**src/rtl/path_rdi_pkg.sv**
```systemverilog
package path_rdi_pkg;

   localparam int unsigned CODE_W  = 3;
   localparam int unsigned DEF_NUM = 5;
   localparam int unsigned DEF_AIS  = 0;
   localparam int unsigned DEF_LOP  = 1;
   localparam int unsigned DEF_PLM  = 2;
   localparam int unsigned DEF_UNEQ = 3;
   localparam int unsigned DEF_TIM  = 4;

   typedef enum logic [1:0] {
      RANK_NONE    = 2'd0,
      RANK_PAYLOAD = 2'd1,
      RANK_CONN    = 2'd2,
      RANK_SERVER  = 2'd3
   } rdi_rank_e;

   function automatic logic [CODE_W-1:0] rank_to_code(rdi_rank_e r, logic enh);
      logic [CODE_W-1:0] c;
      if (!enh) begin
         c = (r != RANK_NONE) ? 3'b100 : 3'b000;
      end else begin
         case (r)
            RANK_SERVER:  c = 3'b101;
            RANK_CONN:    c = 3'b110;
            RANK_PAYLOAD: c = 3'b010;
            default:      c = 3'b001;
         endcase
      end
      return c;
   endfunction

endpackage

```
**src/rtl/rdi_defect_rank.sv**
```systemverilog
module rdi_defect_rank
   import path_rdi_pkg::*;
(
   input  logic               ais,
   input  logic               lop,
   input  logic               plm,
   input  logic               uneq,
   input  logic               tim,
   input  logic [DEF_NUM-1:0] inhibit,
   input  logic               enh_mode,
   output rdi_rank_e          rank
);

   logic srv_hit, conn_hit, pay_hit;

   always_comb begin
      srv_hit  = (ais & ~inhibit[DEF_AIS]) | (lop & ~inhibit[DEF_LOP]);
      conn_hit = enh_mode & ((uneq & ~inhibit[DEF_UNEQ]) | (tim & ~inhibit[DEF_TIM]));
      pay_hit  = enh_mode & plm & ~inhibit[DEF_PLM];
      if (srv_hit)       rank = RANK_SERVER;
      else if (conn_hit) rank = RANK_CONN;
      else if (pay_hit)  rank = RANK_PAYLOAD;
      else               rank = RANK_NONE;
   end

endmodule

```
**src/rtl/rdi_hold_timer.sv**
```systemverilog
module rdi_hold_timer
   import path_rdi_pkg::*;
#(
   parameter int unsigned HOLD_FRAMES = 20
)(
   input  logic      clk,
   input  logic      rst_n,
   input  logic      frame_stb,
   input  rdi_rank_e cur_rank,
   output rdi_rank_e hw_rank
);

   localparam int unsigned CNT_W = $clog2(HOLD_FRAMES + 1);
   localparam logic [CNT_W-1:0] CNT_LOAD = CNT_W'(HOLD_FRAMES);
   localparam logic [CNT_W-1:0] CNT_ONE  = CNT_W'(1);

   logic [CNT_W-1:0] cnt_q;
   rdi_rank_e        rank_q;
   logic             expire, load;

   always_comb begin
      expire = (cnt_q == '0) | (frame_stb & (cnt_q == CNT_ONE));
      load   = (cur_rank != RANK_NONE) & ((cur_rank >= rank_q) | expire);
   end

   always_ff @(posedge clk or negedge rst_n) begin
      if (!rst_n) begin
         cnt_q  <= '0;
         rank_q <= RANK_NONE;
      end else if (load) begin
         cnt_q  <= CNT_LOAD;
         rank_q <= cur_rank;
      end else if (frame_stb && cnt_q != '0) begin
         cnt_q  <= cnt_q - CNT_ONE;
      end
   end

   assign hw_rank = (cnt_q != '0) ? rank_q : RANK_NONE;

   AST_CNT_BOUND: assert property (@(posedge clk) disable iff (!rst_n)
      cnt_q <= CNT_LOAD);
   AST_HOLD_KEEPS: assert property (@(posedge clk) disable iff (!rst_n)
      (cnt_q != '0 && !frame_stb) |=> (hw_rank != RANK_NONE));
   AST_DEFECT_ARMS: assert property (@(posedge clk) disable iff (!rst_n)
      (cur_rank != RANK_NONE) |=> (hw_rank != RANK_NONE));
   AST_SERVER_STAYS: assert property (@(posedge clk) disable iff (!rst_n)
      (hw_rank == RANK_SERVER && !(frame_stb && cnt_q == CNT_ONE))
      |=> (hw_rank == RANK_SERVER));

endmodule

```
**src/rtl/rdi_code_mux.sv**
```systemverilog
module rdi_code_mux
   import path_rdi_pkg::*;
(
   input  logic              chan_en,
   input  logic              sw_sel,
   input  logic              prot_sel,
   input  logic              enh_mode,
   input  rdi_rank_e         hw_rank,
   input  logic [CODE_W-1:0] sw_val,
   input  logic [CODE_W-1:0] prot_val,
   output logic [CODE_W-1:0] code_out
);

   always_comb begin
      if (!chan_en)      code_out = '0;
      else if (sw_sel)   code_out = sw_val;
      else if (prot_sel) code_out = prot_val;
      else               code_out = rank_to_code(hw_rank, enh_mode);
   end

endmodule

```
**src/rtl/path_rdi_gen.sv**
```systemverilog
module path_rdi_gen
   import path_rdi_pkg::*;
#(
   parameter int unsigned NUM_CH      = 3,
   parameter int unsigned HOLD_FRAMES = 20
)(
   input  logic                     clk,
   input  logic                     rst_n,
   input  logic                     frame_stb,
   input  logic                     sw_sel,
   input  logic                     prot_sel,
   input  logic                     enh_mode,
   input  logic                     stm1_mode,
   input  logic [4:0]               inhibit,
   input  logic [NUM_CH-1:0]        ais,
   input  logic [NUM_CH-1:0]        lop,
   input  logic [NUM_CH-1:0]        plm,
   input  logic [NUM_CH-1:0]        uneq,
   input  logic [NUM_CH-1:0]        tim,
   input  logic [3*NUM_CH-1:0]      sw_code,
   input  logic [3*NUM_CH-1:0]      prot_code,
   output logic [3*NUM_CH-1:0]      rdi_code
);

   localparam int unsigned BUS_W = CODE_W * NUM_CH;

   if (NUM_CH < 1 || NUM_CH > 3) begin : g_bad_ch
      $error("path_rdi_gen: NUM_CH must lie in 1..3");
   end
   if (HOLD_FRAMES < 2) begin : g_bad_hold
      $error("path_rdi_gen: HOLD_FRAMES must be at least 2");
   end
   if (BUS_W != $bits(rdi_code)) begin : g_bad_bus
      $error("path_rdi_gen: code bus width mismatch");
   end

   for (genvar ch = 0; ch < NUM_CH; ch++) begin : g_ch
      rdi_rank_e   cur_rank, hw_rank;
      logic        chan_en;
      logic [CODE_W-1:0] code_w;

      if (ch == 0) begin : g_lead
         assign chan_en = 1'b1;
      end else begin : g_trib
         assign chan_en = ~stm1_mode;
         AST_STM1_QUIET: assert property (@(posedge clk) disable iff (!rst_n)
            stm1_mode |-> (rdi_code[ch*CODE_W +: CODE_W] == '0));
      end

      rdi_defect_rank u_rank (
         .ais      (ais[ch]),
         .lop      (lop[ch]),
         .plm      (plm[ch]),
         .uneq     (uneq[ch]),
         .tim      (tim[ch]),
         .inhibit  (inhibit),
         .enh_mode (enh_mode),
         .rank     (cur_rank)
      );

      rdi_hold_timer #(.HOLD_FRAMES(HOLD_FRAMES)) u_hold (
         .clk       (clk),
         .rst_n     (rst_n),
         .frame_stb (frame_stb),
         .cur_rank  (cur_rank),
         .hw_rank   (hw_rank)
      );

      rdi_code_mux u_mux (
         .chan_en  (chan_en),
         .sw_sel   (sw_sel),
         .prot_sel (prot_sel),
         .enh_mode (enh_mode),
         .hw_rank  (hw_rank),
         .sw_val   (sw_code[ch*CODE_W +: CODE_W]),
         .prot_val (prot_code[ch*CODE_W +: CODE_W]),
         .code_out (code_w)
      );

      assign rdi_code[ch*CODE_W +: CODE_W] = code_w;

      AST_LEGACY_SET: assert property (@(posedge clk) disable iff (!rst_n)
         (!enh_mode && !sw_sel && !prot_sel)
         |-> (code_w == 3'b000 || code_w == 3'b100));
      AST_ENH_NONZERO: assert property (@(posedge clk) disable iff (!rst_n)
         (enh_mode && !sw_sel && !prot_sel && chan_en)
         |-> (code_w != 3'b000));
   end

endmodule

```
**config.mk**
```make
export PLATFORM = sky130hd
export DESIGN_NAME = path_rdi_gen
export DESIGN_NICKNAME = d
export VERILOG_FILES = /design/src/rtl/path_rdi_pkg.sv /design/src/rtl/rdi_defect_rank.sv /design/src/rtl/rdi_hold_timer.sv /design/src/rtl/rdi_code_mux.sv /design/src/rtl/path_rdi_gen.sv
export SDC_FILE = /design/constraint.sdc
export NUM_CORES = 1
export LEC_CHECK = 0
export CORE_UTILIZATION = 45
export CTS_BUF_LIST = sky130_fd_sc_hd__clkbuf_2
export DETAILED_ROUTE_END_ITERATION = 7
export PLACE_DENSITY = 0.83
export SLEW_MARGIN = 20
export SYNTH_ARGS = -nofsm -noshare
export SYNTH_HDL_FRONTEND = slang
export SYNTH_SLANG_ARGS = --single-unit
```
**constraint.sdc**
```tcl
create_clock -name clk -period 4.1 [get_ports clk]
set_clock_uncertainty 0.05 [all_clocks]
set_input_delay 1.23 -clock clk [delete_from_list [all_inputs] [get_ports clk]]
set_output_delay 1.23 -clock clk [all_outputs]
set_load 0.02 [all_outputs]
```
==> impl_metrics.py <==
metrics = {
    "timing": {
        "hold_viol_final": 0,
        "rsz0062_at_grt": "no",
        "finalCritPeriodShare_pct": 97.1,
        "fmax_mhz": 251,
        "setup_viol": 0,
        "worstMarginPinSlew_ps": 940,
        "slew_headroom_pct": 37.1,
        "fin_crit_ps": 3980,
        "final_max_slew_viol_count": 0,
    },
    "layout": {
        "fillerInstances": 325,
        "layout-drive-gt1-share_pct": 9.74,
        "nNetsFinal": 331,
        "final_cell_area_um2": 2400,
        "diodes": 0,
        "fin_cells": 315,
        "area_growth_pct": 38.1,
    },
    "logic_synthesis": {
        "syn_nets": 269,
        "yosysSeqAreaShare_pct": 30.3,
        "synthArstFlopShare_pct": 100,
        "synth.avg_cell_area_um2": 8.43,
        "synth_edf_count": 0,
        "synth_cell_types": 36,
        "synth_top_area_share_pct": 30.3,
        "synthCells": 206,
        "synthMostInstantiatedCell": "nand2_1",
        "yosysWarnings": 0,
        "netlist_area_um2": 1740,
        "synthTopCellsByArea": "dfrtp_1, ha_1, nand2_1",
        "netlist_top_cells_count": "nand2_1, dfrtp_1, ha_1",
        "synth_top_area_cell": "dfrtp_1",
        "synth_top_flop_cell": "dfrtp_1",
        "synth-seq-cells": 21,
    },
    "worst_hold_path": {
        "worstHoldStart": "g_ch[1].u_hold.rank_q[0]$_DFFE_PN0P_",
        "worstHoldEndpoint": "g_ch[1].u_hold.rank_q[0]$_DFFE_PN0P_",
        "whs_path_depth": 2,
        "hold_class": "reg -> reg",
    },
    "detailed_routing": {
        "drc": 0,
        "wl_per_cell_um": 14.0,
        "ant_nets": 0,
        "via_per_inst": 5.49,
        "vias": 1729,
        "wirelength_mm": 4.40,
        "drtPass1Iterations": 4,
        "drt_iter0_markers": 50,
    },
    "die": {
        "rows": 22,
        "chipHeight_um": 64.1,
        "die-area_um2": 4110,
        "io_pins": 54,
        "core_area_um2": 3690,
        "die_w_um": 64.1,
        "start_util_pct": 47.1,
    },
    "placement": {
        "placed_area_um2": 2360,
        "dp.cells": 309,
        "portBuffers": 53,
        "globalplace.congestion": 0.819,
        "dpl.hpwl_mm": 3.41,
    },
    "global_route": {
        "grt_use_total_pct": 21.7,
        "grt_pass1_wl_mm": 7.09,
        "grt_overflow_total": 0,
        "grt_max_degree": 22,
        "antenna_found_initial": 0,
        "grt_pass1_vias": 1643,
    },
    "pwr": {
        "powerDensity_nw_per_um2": 469,
        "peakVddDrop_mv": 0.247,
        "power_mw": 1.13,
        "p_leak_nw": 1.07,
    },
    "worst_setup_path": {
        "worstPathArrival_ps": 2700,
        "critical_path_class": "in -> out",
        "critPathLaunchType": "input port",
        "cp_max_fo": 6,
        "timing.reg2reg.setup_slack_ps": 2100,
        "r2r-end": "g_ch[0].u_hold.cnt_q[2]$_DFFE_PN0P_",
        "reg2reg_from": "g_ch[0].u_hold.cnt_q[0]$_DFFE_PN0P_",
        "critical_path_required_ps": 2820,
        "end_kind": "primary output",
        "r2r_cells": 6,
    },
    "clock_tree": {
        "cts-htree-levels": 1,
        "numCtsBuffers": 3,
        "clk_pin_slew_ps": 200,
        "clock_path_buffers": 2,
        "cts_sinks": 21,
        "tritoncts": "done",
        "clock_latency_ps": 320,
        "cts_root_buffer": "clkbuf_2",
    },
    "outcome": {
        "status": "complete, no violations",
    },
    "run": {
        "drv_cap": 0,
    },
}
==> layout by cell type (no fill, tap or decap), drive strengths merged, types with 4 or more instances in the layout <==
cell type | Yosys | final
nand2b | 7 | 7
a21o | 4 | 4
clkbuf | 4 | 5
a221oi | 4 | 4
o21ai | 14 | 14
mux2i | 4 | 4
inv | 12 | 12
dlygate4sd2 | 0 | 8
clkdlybuf4s50 | 0 | 43
buf | 4 | 12
nor2b | 8 | 8
ha | 18 | 18
nor2 | 17 | 17
nor3 | 11 | 11
a22oi | 5 | 5
dfrtp | 21 | 21
nand2 | 22 | 22
a21oi | 7 | 7
a211oi | 4 | 4
nand3 | 6 | 6
==> what timing repair did <==
action,CTS,global route
endpoints found under the setup margin,9,4
endpoints found under the hold margin,0,0
gates resized for setup,12,9
buffers inserted,0,2
hold buffers,0,0
==> power breakdown <==
part,internal [mW],switching [mW],total [mW]
registers,0.301,0.0939,0.395
clock network,0.0258,0.0620,0.0878
logic,0.319,0.324,0.643
total,0.646,0.480,1.13
==> kinds of logic after synthesis <==
group	Yosys count	share of synthesized area, %
compound gates	54	22.0
xor+xnor	6	3.03
fa+ha+maj	18	13.0
buf+inv	21	5.19
flops	21	30.3
mux	4	2.31
simple gates	82	24.2
==> state kept, by name (all words and copies together) (netlist names) <==
| register | count |
|---|---|
| g_ch.u_hold.cnt_q | 15 |
| g_ch.u_hold.rank_q | 6 |
==> metrics by stage <==
stage               setup TNS, ps  hold WS [ps]  utilization (%)  setup WS [ps]
finish                          0           535             65.0            118
global route                    0           581             65.0           15.3
CTS                             0           530             64.3           9.79
detailed placement           -991           487             64.0           -160
global placement             -797           472             64.0           -146
floorplan                       0           449                -            580
==> routing by layer <==
metal	vias to the layer above	track usage [%]	part of all wire [%]
li1	864	-	-
met1	809	26.4	44
met2	54	38.7	48
met3	2	3.57	6.7
met4	0	6.67	0.61
met5	-	0	0
==> worst max-delay path, stage by stage <==
cell and delay, ps:
clkdlybuf4s50_1 560, nor2b_1 270, a22oi_1 110, o21ai_0 180
dlygate4sd2_1 350
==> final cells by class <==
| type | instances | area (um^2) | share of cell area, % |
|---|---|---|---|
| timing repair buffer | 65 | 607 | 25.3 |
| sequential | 21 | 526 | 21.9 |
| tap | 48 | 60.1 | 2.50 |
| multi-input combinational | 164 | 1140 | 47.4 |
| clock buffer | 4 | 20.0 | 0.835 |
| inverter | 13 | 48.8 | 2.03 |
==> how the worst max path moves through the flow <==
| stage | start | end | slack [ps] | depth (start not counted) |
|---|---|---|---|---|
| final | enh_mode | rdi_code[1] | 120 | 5 |
| after global routing | enh_mode | rdi_code[4] | 20 | 5 |
| after CTS | g_ch[2].u_hold.cnt_q[0]$_DFFE_PN0P_ | rdi_code[6] | 10 | 9 |
| after detailed placement | prot_sel | rdi_code[5] | -160 | 5 |
| after global placement | prot_sel | rdi_code[5] | -150 | 5 |
| after floorplan | enh_mode | rdi_code[1] | 580 | 4 |
(Power assumes the default switching activity.)
